## src/rtl/dfll_pkg.sv

```systemverilog
package dfll_pkg;

    typedef enum logic [1:0] {
        ST_IDLE,
        ST_ARM,
        ST_COUNT,
        ST_ADJUST
    } cal_state_t;

    typedef enum logic [1:0] {
        STEP_HOLD,
        STEP_UP,
        STEP_DOWN
    } step_dir_t;

    localparam int unsigned NUM_REF = 2;

endpackage

```

## src/rtl/dfll_ref_sync.sv

```systemverilog
module dfll_ref_sync #(
    parameter int unsigned N_REF  = 2,
    parameter int unsigned STAGES = 2,
    localparam int unsigned SEL_W = (N_REF > 1) ? $clog2(N_REF) : 1
) (
    input  logic             clk_i,
    input  logic             rst_ni,
    input  logic [N_REF-1:0] ref_i,
    input  logic [SEL_W-1:0] sel_i,
    output logic             edge_o
);

    logic [N_REF-1:0] synced;
    logic             sel_lvl;
    logic             prev_q;

    for (genvar g = 0; g < N_REF; g++) begin : g_sync
        logic [STAGES-1:0] pipe_q;
        always_ff @(posedge clk_i or negedge rst_ni) begin
            if (!rst_ni) begin
                pipe_q <= '0;
            end else begin
                pipe_q <= {pipe_q[STAGES-2:0], ref_i[g]};
            end
        end
        assign synced[g] = pipe_q[STAGES-1];
    end

    assign sel_lvl = synced[sel_i];

    always_ff @(posedge clk_i or negedge rst_ni) begin
        if (!rst_ni) begin
            prev_q <= 1'b0;
        end else begin
            prev_q <= sel_lvl;
        end
    end

    assign edge_o = sel_lvl & ~prev_q;

    AST_EDGE_SINGLE: assert property (@(posedge clk_i) disable iff (!rst_ni)
        edge_o |=> !edge_o);

endmodule

```

## src/rtl/dfll_ref_divider.sv

```systemverilog
module dfll_ref_divider #(
    parameter int unsigned DIV = 32,
    localparam int unsigned DW = (DIV > 1) ? $clog2(DIV) : 1
) (
    input  logic clk_i,
    input  logic rst_ni,
    input  logic clear_i,
    input  logic edge_i,
    output logic tick_o
);

    localparam logic [DW-1:0] LAST = DW'(DIV - 1);

    logic [DW-1:0] edges_q;
    logic          tick_q;

    always_ff @(posedge clk_i or negedge rst_ni) begin
        if (!rst_ni) begin
            edges_q <= '0;
            tick_q  <= 1'b0;
        end else if (clear_i) begin
            edges_q <= '0;
            tick_q  <= 1'b0;
        end else begin
            tick_q <= edge_i && (edges_q == LAST);
            if (edge_i) begin
                edges_q <= (edges_q == LAST) ? '0 : edges_q + 1'b1;
            end
        end
    end

    assign tick_o = tick_q;

    AST_TICK_SINGLE: assert property (@(posedge clk_i) disable iff (!rst_ni)
        tick_o |=> !tick_o);

endmodule

```

## src/rtl/dfll_period_counter.sv

```systemverilog
module dfll_period_counter #(
    parameter int unsigned CNT_W = 16
) (
    input  logic             clk_i,
    input  logic             rst_ni,
    input  logic             run_i,
    input  logic             tick_i,
    output logic [CNT_W-1:0] meas_o
);

    localparam logic [CNT_W-1:0] CNT_MAX = '1;

    logic [CNT_W-1:0] cnt_q;
    logic [CNT_W-1:0] cnt_inc;

    assign cnt_inc = (cnt_q == CNT_MAX) ? CNT_MAX : cnt_q + 1'b1;

    always_ff @(posedge clk_i or negedge rst_ni) begin
        if (!rst_ni) begin
            cnt_q  <= '0;
            meas_o <= '0;
        end else if (!run_i) begin
            cnt_q <= '0;
        end else if (tick_i) begin
            meas_o <= cnt_inc;
            cnt_q  <= '0;
        end else begin
            cnt_q <= cnt_inc;
        end
    end

    AST_HOLD_MEAS: assert property (@(posedge clk_i) disable iff (!rst_ni)
        !run_i |=> $stable(meas_o));

endmodule

```

## src/rtl/dfll_code_stepper.sv

```systemverilog
module dfll_code_stepper
    import dfll_pkg::*;
#(
    parameter int unsigned CODE_W    = 7,
    parameter int unsigned CNT_W     = 16,
    parameter int unsigned CODE_INIT = 64
) (
    input  logic              clk_i,
    input  logic              rst_ni,
    input  logic              apply_i,
    input  logic [CNT_W-1:0]  meas_i,
    input  logic [CNT_W-1:0]  expected_i,
    output logic [CODE_W-1:0] code_o
);

    localparam logic [CODE_W-1:0] CODE_MAX   = '1;
    localparam logic [CODE_W-1:0] CODE_RESET = CODE_W'(CODE_INIT);

    step_dir_t         dir;
    logic [CODE_W-1:0] code_q;

    always_comb begin
        if (meas_i > expected_i) begin
            dir = STEP_DOWN;
        end else if (meas_i < expected_i) begin
            dir = STEP_UP;
        end else begin
            dir = STEP_HOLD;
        end
    end

    always_ff @(posedge clk_i or negedge rst_ni) begin
        if (!rst_ni) begin
            code_q <= CODE_RESET;
        end else if (apply_i) begin
            unique case (dir)
                STEP_UP:   if (code_q != CODE_MAX) code_q <= code_q + 1'b1;
                STEP_DOWN: if (code_q != '0)       code_q <= code_q - 1'b1;
                default:   code_q <= code_q;
            endcase
        end
    end

    assign code_o = code_q;

    AST_STEP_DOWN: assert property (@(posedge clk_i) disable iff (!rst_ni)
        (apply_i && (meas_i > expected_i) && (code_q != '0))
        |=> (code_q == $past(code_q) - 1'b1));
    AST_SINGLE_STEP: assert property (@(posedge clk_i) disable iff (!rst_ni)
        (code_q != $past(code_q)) |->
        ((code_q == $past(code_q) + 1'b1) || (code_q == $past(code_q) - 1'b1)));
    AST_EQUAL_HOLD: assert property (@(posedge clk_i) disable iff (!rst_ni)
        (apply_i && (meas_i == expected_i)) |=> $stable(code_q));
    AST_NO_WRAP_LOW: assert property (@(posedge clk_i) disable iff (!rst_ni)
        ($past(code_q) == '0) |-> (code_q != CODE_MAX));
    AST_NO_WRAP_HIGH: assert property (@(posedge clk_i) disable iff (!rst_ni)
        ($past(code_q) == CODE_MAX) |-> (code_q != '0));

endmodule

```

## src/rtl/dfll_calibrator.sv

```systemverilog
module dfll_calibrator
    import dfll_pkg::*;
#(
    parameter int unsigned CODE_W    = 7,
    parameter int unsigned CNT_W     = 16,
    parameter int unsigned REF_DIV   = 32,
    parameter int unsigned SYNC_LEN  = 2,
    parameter int unsigned CODE_INIT = 64
) (
    input  logic              osc_clk_i,
    input  logic              rst_ni,
    input  logic              enable_i,
    input  logic              ref_sel_i,
    input  logic              ref_int_i,
    input  logic              ref_xtal_i,
    input  logic [CNT_W-1:0]  expected_i,
    output logic [CODE_W-1:0] cal_code_o
);

    cal_state_t       state_q;
    cal_state_t       state_d;
    logic             sel_q;
    logic             sel_chg;
    logic             ref_edge;
    logic             tick;
    logic             run;
    logic             div_clear;
    logic             apply;
    logic [CNT_W-1:0] meas;
    logic [NUM_REF-1:0] ref_vec;

    assign ref_vec = {ref_xtal_i, ref_int_i};
    assign sel_chg = (ref_sel_i != sel_q);

    always_ff @(posedge osc_clk_i or negedge rst_ni) begin
        if (!rst_ni) begin
            state_q <= ST_IDLE;
            sel_q   <= 1'b0;
        end else begin
            state_q <= state_d;
            sel_q   <= ref_sel_i;
        end
    end

    always_comb begin
        state_d = state_q;
        if (!enable_i) begin
            state_d = ST_IDLE;
        end else begin
            unique case (state_q)
                ST_IDLE:   state_d = ST_ARM;
                ST_ARM:    state_d = (tick && !sel_chg) ? ST_COUNT : ST_ARM;
                ST_COUNT:  state_d = sel_chg ? ST_ARM : (tick ? ST_ADJUST : ST_COUNT);
                ST_ADJUST: state_d = sel_chg ? ST_ARM : ST_COUNT;
                default:   state_d = ST_IDLE;
            endcase
        end
    end

    always_comb begin
        run       = (state_q != ST_IDLE);
        div_clear = !run || sel_chg;
        apply     = (state_q == ST_ADJUST) && enable_i;
    end

    dfll_ref_sync #(
        .N_REF  (NUM_REF),
        .STAGES (SYNC_LEN)
    ) u_sync (
        .clk_i  (osc_clk_i),
        .rst_ni (rst_ni),
        .ref_i  (ref_vec),
        .sel_i  (ref_sel_i),
        .edge_o (ref_edge)
    );

    dfll_ref_divider #(
        .DIV (REF_DIV)
    ) u_div (
        .clk_i   (osc_clk_i),
        .rst_ni  (rst_ni),
        .clear_i (div_clear),
        .edge_i  (ref_edge),
        .tick_o  (tick)
    );

    dfll_period_counter #(
        .CNT_W (CNT_W)
    ) u_cnt (
        .clk_i  (osc_clk_i),
        .rst_ni (rst_ni),
        .run_i  (run),
        .tick_i (tick),
        .meas_o (meas)
    );

    dfll_code_stepper #(
        .CODE_W    (CODE_W),
        .CNT_W     (CNT_W),
        .CODE_INIT (CODE_INIT)
    ) u_step (
        .clk_i      (osc_clk_i),
        .rst_ni     (rst_ni),
        .apply_i    (apply),
        .meas_i     (meas),
        .expected_i (expected_i),
        .code_o     (cal_code_o)
    );

    AST_DISABLED_HOLD: assert property (@(posedge osc_clk_i) disable iff (!rst_ni)
        !enable_i |=> $stable(cal_code_o));
    AST_ADJUST_FROM_COUNT: assert property (@(posedge osc_clk_i) disable iff (!rst_ni)
        (state_q == ST_ADJUST) |-> ($past(state_q) == ST_COUNT));
    AST_CHANGE_AFTER_ADJUST: assert property (@(posedge osc_clk_i) disable iff (!rst_ni)
        (cal_code_o != $past(cal_code_o)) |-> ($past(state_q) == ST_ADJUST));
    AST_SELECT_REARMS: assert property (@(posedge osc_clk_i) disable iff (!rst_ni)
        (enable_i && sel_chg && (state_q != ST_IDLE)) |=> (state_q == ST_ARM));

endmodule

```

## config.mk

```make
export PLATFORM = sky130hd
export DESIGN_NAME = dfll_calibrator
export DESIGN_NICKNAME = d
export VERILOG_FILES = /design/src/rtl/dfll_pkg.sv /design/src/rtl/dfll_ref_sync.sv /design/src/rtl/dfll_ref_divider.sv /design/src/rtl/dfll_period_counter.sv /design/src/rtl/dfll_code_stepper.sv /design/src/rtl/dfll_calibrator.sv
export SDC_FILE = /design/constraint.sdc
export NUM_CORES = 1
export LEC_CHECK = 0
export CORE_UTILIZATION = 38
export CTS_CLUSTER_DIAMETER = 100
export CTS_CLUSTER_SIZE = 10
export DETAILED_ROUTE_END_ITERATION = 8
export PLACE_DENSITY = 0.55
export SLEW_MARGIN = 20
export SYNTH_ARGS = -nofsm -noshare
export SYNTH_HDL_FRONTEND = slang
export SYNTH_SLANG_ARGS = --single-unit
```

## constraint.sdc

```tcl
create_clock -name osc_clk_i -period 8 [get_ports osc_clk_i]
set_input_delay 1.6 -clock osc_clk_i [delete_from_list [all_inputs] [get_ports osc_clk_i]]
set_output_delay 1.6 -clock osc_clk_i [all_outputs]
set_load 0.05 [all_outputs]
```

# Word-level counts from Yosys, hierarchy flattened
# Index checks and enable logic that the tools add are counted.
# word_totals
input_bits,22
elab_cells,63
output_inout_bits,7
regBits,53
# op_classes
add_sub_neg,4
n_lt_le_gt_ge,3
n_eq_ne,11
n_reduce_logical,13
muxes,20
bitwise,2
# ops
operator,n
$mux 16,3
$add 16x1->16 const B,1
$eq 16x16->1 const B,1
$gt 16x16->1,1
$lt 16x16->1,1
$mux 5,3
$mux 7,2
$pmux 7 s2,1
$mux 2,5
$pmux 2 s4,1
$add 7x1->7 const B,1
$ne 7x7->1 const B,1
$reduce_bool 7->1,1
$sub 7x1->7 const B,1
$eq 2x2->1 const B,3
$reduce_bool 2->1,3
$add 5x1->5 const B,1
$eq 5x5->1 const B,1
$mux 1,5
$eq 2x1->1 const B,2
$ne 2x1->1 const B,2
$reduce_and 4->1,1
$logic_and 1x1->1,3
$logic_not 1->1,2
other kinds (7),7

# Longest topological paths before layout
# Gate-level depths: netlist of run 1.
# logic_depth
word_depth,6
depth_mapped,15
ltp_nobuf,15

# By module
# A second synthesis of run 1 with hierarchy kept.
# hier_totals
hier_cells,293
area_unflattened_um2,2960.3
# by_module_without_submodules
module,seq_area_each_um2,area_each_um2,instances,cells_each
dfll_period_counter,800.8,1416.4,1,142
dfll_code_stepper,176.4,950.9,1,105
dfll_ref_divider,150.1,306.5,1,28
dfll_ref_sync,125.1,153.9,1,7
dfll_calibrator,75.1,132.6,1,11

# Worst setup path before layout of run 1
# Ideal clock, no wire load.
# synth_timing
path_type,input -> register
startpoint,in expected_i[14]
endpoint,"reg u_step.code_q[6], in the netlist u_step.code_o[6]"
arrival_time_ns,4.234
slack_ns,3.678
setup_time_ns,0.089
path_stages,15
t_required_ns,7.911
path_buffers,0
cell_sequence,inv_1 -> ha_1 -> and4_4 -> nand2_4 -> and3b_1 -> nor4b_4 -> a21o_2 -> inv_1 -> ha_1 -> nor2b_1 -> o31a_1 -> o21ai_0 -> nor3b_1 -> mux2i_1 -> xnor2_1
# synth_via
elab_chain_cells,6
word_cells_on_any_way,11
cone_classes,order compare: 2; eq/ne: 4; mux: 3; reduce/logical: 2
# synth_rtl
element,line_no,text
"start, declared",dfll_calibrator.sv:16,"input logic [CNT_W-1:0] expected_i,"
$lt 16x16->1,dfll_code_stepper.sv:25,end else if (meas_i < expected_i) begin
$mux 1,dfll_code_stepper.sv:25,
$mux 2 *,dfll_code_stepper.sv:23,if (meas_i > expected_i) begin
$eq 2x2->1 or $eq 2x1->1 (tied branches),dfll_code_stepper.sv:36,unique case (dir)
$ne 2x1->1 (no line) or $reduce_bool 2->1 (tied branches),--,
$reduce_and 4->1 (no line),--,
"end signal, assigned",dfll_code_stepper.sv:37,STEP_UP: if (code_q != CODE_MAX) code_q <= code_q + 1'b1;
"end signal, assigned",dfll_code_stepper.sv:38,STEP_DOWN: if (code_q != '0) code_q <= code_q - 1'b1;
"end signal, assigned",dfll_code_stepper.sv:39,default: code_q <= code_q;
"end, declared",dfll_code_stepper.sv:20,logic [CODE_W-1:0] code_q;
# Mark *: on every way between the ends. The rest lies on a longest branch, timed or not.
# A chain may end at the register's enable or synchronous reset.

# Worst setup path in the final report of run 1
# Ends and elaborated chain as after synthesis.

==> results.json, run 1 <==
{
  "use_met1_pct": 21.2,
  "die_h_um": 89.4,
  "nets": 369,
  "gp_congestion": 0.818,
  "period_share_pct": 59.1,
  "avgSynthCellArea_um2": 9.97,
  "hold_buffers": 0,
  "ir_drop_mv": 0.0530,
  "port_buffers": 28,
  "vias": 2062,
  "grt_overflow_total": 0,
  "cts_setup_buffers": 0,
  "post-dp-hpwl_mm": 4.11,
  "via_per_inst": 4.89,
  "die_area_um2": 7990,
  "route.detailed.drc": 0,
  "drt_first_pass_iters": 4,
  "post_cts_resized": 0,
  "synthesis.nets": 338,
  "holdWs_ns": 0.355,
  "row_count": 31,
  "grt_pass1_wl_mm": 9.18,
  "clkTransAtPathRegs_ns": 0.10,
  "worstSetupStartpointType": "input pin",
  "clkSinkCount": 53,
  "dpl_worst_slack_ns": 2.94,
  "clk_latency_ns": 0.31,
  "internal_power_uw": 358,
  "fin_ws_ns": 3.28,
  "power.density_nw_per_um2": 136,
  "cts_buffers": 5,
  "use_met2_pct": 24.3,
  "wl_mm": 5.46,
  "grtUsageTotal_pct": 15.0,
  "synth_edf_count": 0,
  "ys_types": 40,
  "async_flop_share_pct": 100,
  "synth_largest_area_cell": "dfrtp_1",
  "netlist_instances": 291,
  "grtUsageMet3_pct": 2.22,
  "htreeDepth": 2,
  "holdCritPathClass": "register to register",
  "worst-setup-path-type": "input pin to register",
  "core_area_um2": 7330,
  "ys_warn_count": 0,
  "p_total_uw": 462,
  "die_w_um": 89.4,
  "cp.arrival_ns": 4.97,
  "synth_top_area_share_pct": 44.9,
  "critPathRequiredTime_ns": 8.24,
  "fin_crit_ns": 4.72,
  "tns_ns": 0,
  "outcome": "finished, final reports clean",
  "synthFlopType": "dfrtp_1",
  "cp-end-kind": "register",
  "slew_viol_final": 0,
  "syn_to_final_growth_pct": 17.0,
  "ys_ff_latch": 53,
  "layout-drive-gt1-share_pct": 7.74,
  "grt.busiest_layer": "met2",
  "pwr-share-seq_pct": 59.2,
  "relSlewSlack_pct": 54.6,
  "switching_share_pct": 22.7,
  "clock_skew_ns": 0.0179,
  "n_antenna_cell": 0,
  "comb_power_share_pct": 7.2,
  "final_core_util_pct": 46.3,
  "leakage_nw": 1.63,
  "fmax_mhz": 212,
  "p_sw_uw": 105,
  "tightest_slew_ns": 0.681,
  "grt_max_degree": 54,
  "antenna_found_initial": 0,
  "dr.first_iter.drc_count": 87,
  "p_clk_share_pct": 33.6,
  "rsz0062_at_grt": "no",
  "ant_nets": 0,
  "grt_pass1_vias": 1957,
  "cp_max_fo": 5,
  "synth-seq-area-share_pct": 45.8,
  "start_util_pct": 39.6,
  "cap_violations": 0,
  "cts_max_path_buffers": 2,
  "cts_tree": "done",
  "synthesis.area_um2": 2900,
  "io_pins": 29,
  "report.final.setup_viol": 0,
  "hold_viol_final": 0,
  "cts_root_buffer": "clkbuf_8",
  "synthTopCellsByArea": "dfrtp_1 (45%), ha_1 (10%), o21ai_0 (4.0%), a21oi_1 (3.8%), xnor2_1 (3.0%)",
  "wl_per_cell_um": 12.9
}
[metrics by stage]
stage / area, µm² / instances
finish: 3390 / 422
global route: 3390 / 422
CTS: 3390 / 422
detailed placement: 3300 / 414
global placement: 3300 / 414
floorplan: 2900 / 291
[power groups by stage]
stage / registers [mW] / clock network (mW) / logic [mW]
after floorplan: 0.278 / 0 / 0.0138
after global placement: 0.279 / 0 / 0.0340
after detailed placement: 0.279 / 0 / 0.0339
after CTS: 0.274 / 0.163 / 0.0343
after global routing: 0.275 / 0.174 / 0.0379
final: 0.274 / 0.155 / 0.0334
[sequential cells by signal, summed over array words and instances, names as in the netlist]
name                  cells
u_sync.prev_q             1
u_div.tick_o              1
u_cnt.meas_o             16
u_sync.g_sync.pipe_q      4
u_step.code_o             7
sel_q                     1
u_cnt.cnt_q              16
u_div.edges_q             5
state_q                   2
[critical path: stages]
cell,delay [ns]
clkdlybuf4s50_1,0.45
inv_1,0.04
ha_1,0.32
and4_4,0.21
nand2_4,0.07
and3b_1,0.19
nor4b_4,0.40
a21o_2,0.16
inv_1,0.09
ha_1,0.33
nor2b_1,0.16
o31a_1,0.25
o21ai_0,0.21
nor3b_1,0.21
mux2i_1,0.11
xnor2_1,0.15
[cells by family (layout without fill, tap and decap cells)]
family	count (synthesis)	count (layout)	share of synthesized area [%]
buf+inv	30	62	3.88
flops	53	53	45.8
mux	14	14	5.22
simple gates	87	87	16.3
xor+xnor	16	16	4.83
fa+ha+maj	25	25	11.0
compound gates	66	66	12.9
[cell usage in the layout, fill, tap and decap left out, types with 2 or more instances in the layout]
cell	n
o21ai_0	22
nor3b_1	4
nand3_1	11
and3_1	6
o21bai_1	3
nand4_1	4
and2_1	3
nand2_1	20
and4_1	4
ha_1	24
dfrtp_1	52
buf_4	3
mux2i_1	7
nor3_1	2
nor2_1	21
a21oi_1	22
nor2b_1	3
mux2_2	6
xnor2_1	10
xor2_1	6
a31oi_1	6
clkdlybuf4s50_1	27
a21o_1	6
clkbuf_8	6
o21a_1	2
inv_1	23
[synthesized netlist by cell type, types with 2 or more instances]
library cell / count
nor2_1: 21
xor2_1: 6
and2_1: 3
a21o_1: 6
nand3_1: 11
nand2_1: 20
mux2i_1: 7
clkbuf_1: 7
mux2_2: 6
nor3b_1: 4
nand4_1: 4
dfrtp_1: 52
nor3_1: 2
and4_1: 4
ha_1: 24
nor2b_1: 3
and3_1: 6
xnor2_1: 10
o21a_1: 2
inv_1: 23
a31oi_1: 6
o21ai_0: 23
o21bai_1: 3
a21oi_1: 22
[final timing paths]
path | start | slack, ns | end | cells after the start
min | u_sync.g_sync[1].pipe_q[0]$_DFF_PN0_ | 0.36 | u_sync.g_sync[1].pipe_q[1]$_DFF_PN0_ | 0
max in group asynchronous | rst_ni | 6.12 | u_cnt.cnt_q[11]$_DFF_PN0_ | 2
min in group asynchronous | rst_ni | 1.41 | u_cnt.cnt_q[13]$_DFF_PN0_ | 2
max | expected_i[14] | 3.28 | u_step.code_o[6]$_DFFE_PN1P_ | 16
min reg2reg | u_sync.g_sync[1].pipe_q[0]$_DFF_PN0_ | 0.36 | u_sync.g_sync[1].pipe_q[1]$_DFF_PN0_ | 0
max reg2reg | u_cnt.meas_o[14]$_DFFE_PN0P_ | 4.66 | u_step.code_o[6]$_DFFE_PN1P_ | 14
[final cells by class]
type | instances | area (µm²)
clock buffer | 7 | 86.3
clock inverter | 1 | 7.51
fill | 715 | 3940
inverter | 23 | 86.3
multi-input combinational | 208 | 1460
sequential | 53 | 1330
tap | 99 | 124
timing repair buffer | 31 | 298
[layer usage]
metal,routed length (µm),up-vias
li1,-,1083
met1,2870,947
met2,2410,27
met3,124,5
met4,56,0
met5,0,-
Note: power is estimated with default switching activity, not from simulation.
==> run 2, diff against run 1 <==
clock period = 4.6 ns   (was 8 ns; I/O delays follow)
==> results.json, run 2 (synthesis gave the netlist of run 1 again) <==
{
  "layout-drive-gt1-share_pct": 7.74,
  "worst-setup-path-type": "input pin to register",
  "crit_slowest_cell": "clkdlybuf4s50_1",
  "timing.critical_path.buf_inv": 3,
  "cts_max_path_buffers": 2,
  "core_area_um2": 7330,
  "wl_per_cell_um": 13.0,
  "die_h_um": 89.4,
  "dr.first_iter.drc_count": 97,
  "cpLargestDelayFamily": "simple AND/OR/NAND/NOR gates",
  "vias": 2071,
  "critPathRequiredTime_ns": 4.84,
  "drt_first_pass_iters": 4,
  "cp.arrival_ns": 4.29,
  "slew_viol_final": 0,
  "grtUsageTotal_pct": 15.2,
  "holdCritPathClass": "register to register",
  "cts_setup_buffers": 0,
  "wl_mm": 5.49,
  "port_buffers": 28,
  "min_path_cells": 0,
  "grt_pass1_wl_mm": 9.29,
  "grt_max_degree": 54,
  "outcome": "finished, final reports clean",
  "final_cell_mix": "dfrtp_1 (52), clkdlybuf4s50_1 (27), ha_1 (24)",
  "cts_root_buffer": "clkbuf_8",
  "holdWs_ns": 0.355,
  "die_w_um": 89.4,
  "cp-end-kind": "register",
  "fillers": 700,
  "route.detailed.drc": 0,
  "worstSetupStartpointType": "input pin",
  "clkTransAtPathRegs_ns": 0.10,
  "worst_hold_startpoint": "u_sync.g_sync[1].pipe_q[0]$_DFF_PN0_",
  "critPathMaxStageDelay_ns": 0.45,
  "layout_commonest_cell": "dfrtp_1",
  "leakage_nw": 1.63,
  "via_per_inst": 4.91,
  "hold_viol_final": 0,
  "post_cts_resized": 0,
  "worstPathCellList": "clkdlybuf4s50_1 -> inv_1 -> ha_1 -> and4_4 -> nand2_4 -> and3b_1 -> nor4b_4 -> a21o_2 -> inv_1 -> ha_1 -> nor2b_1 -> o31a_1 -> o21ai_0 -> nor3b_1 -> mux2i_1 -> xnor2_1",
  "clock_skew_ns": 0.0171,
  "syn_to_final_growth_pct": 17.0,
  "grt_pass1_vias": 1986,
  "tns_ns": 0,
  "fin_crit_ns": 4.05,
  "hold_buffers": 0,
  "cap_violations": 0,
  "cp_max_fo": 5,
  "die_area_um2": 7990,
  "row_count": 31,
  "post-dp-hpwl_mm": 4.14,
  "rrSetupSlack_ns": 1.26,
  "htreeDepth": 2,
  "cts_tree": "done",
  "r2r_cells": 14,
  "ir_drop_mv": 0.0914,
  "fmax_mhz": 247,
  "antenna_found_initial": 0,
  "start_util_pct": 39.6,
  "clkSinkCount": 53,
  "tightest_slew_ns": 0.677,
  "r2r-start": "u_cnt.meas_o[14]$_DFFE_PN0P_",
  "rsz0062_at_grt": "no",
  "r2r-end": "u_step.code_o[6]$_DFFE_PN1P_",
  "clk_latency_ns": 0.30,
  "ant_nets": 0,
  "n_antenna_cell": 0,
  "nets": 369,
  "cts_buffers": 5,
  "relSlewSlack_pct": 54.9,
  "min_to": "u_sync.g_sync[1].pipe_q[1]$_DFF_PN0_",
  "report.final.setup_viol": 0,
  "gp_congestion": 0.818,
  "cp-startpoint": "expected_i[14]",
  "period_share_pct": 88.0,
  "io_pins": 29,
  "power.density_nw_per_um2": 237,
  "p_total_uw": 805,
  "grt_overflow_total": 0
}
-- run 2: cell counts in the layout (fill, tap and decap cells not counted) --
No cell type changed its count.
-- run 2: cell type report --
class	count	area [µm²]	share of cell area, %
clock inverter	1	7.51	0.221
sequential	53	1330	39.1
inverter	23	86.3	2.54
timing repair buffer	31	298	8.78
tap	99	124	3.65
clock buffer	7	86.3	2.54
multi-input combinational	208	1460	43.1
-- run 2: through the flow --
step           setup slack [ns]  cell area, µm²  instances  util (%)
5_1_grt                   0.348            3390        422      46.3
6_report                  0.554            3390        422      46.3
2_1_floorplan             0.958            2900        291         -
3_5_place_dp              0.222            3300        414      45.0
3_3_place_gp              0.306            3300        414      45.0
4_1_cts                   0.540            3390        422      46.3
-- run 2: worst max path at each step --
stage	to	slack [ns]	cells past startpoint
floorplan	u_step.code_o[6]$_DFFE_PN1P_	0.96	15
CTS	u_step.code_o[6]$_DFFE_PN1P_	0.54	16
finish	u_step.code_o[6]$_DFFE_PN1P_	0.55	16
detailed placement	u_step.code_o[6]$_DFFE_PN1P_	0.22	16
global placement	u_step.code_o[6]$_DFFE_PN1P_	0.31	16
global route	u_step.code_o[6]$_DFFE_PN1P_	0.35	16
-- run 2: power breakdown --
| part | internal, mW | leakage (nW) | switching, mW |
|---|---|---|---|
| combinational | 0.0280 | 0.874 | 0.0303 |
| clock | 0.123 | 0.0445 | 0.149 |
| sequential | 0.471 | 0.708 | 0.00446 |
| total | 0.622 | 1.63 | 0.183 |
-- run 2: metal layers --
layer  wire, µm  share of wire (%)  GRT usage (%)  vias to the layer above
met5          0                  0              0                        -
li1           -                  -              -                     1084
met4         53               0.96           4.33                        0
met2       2450                 45           24.6                       29
met3        151                2.7           2.31                        4
met1       2840                 52           21.3                      954
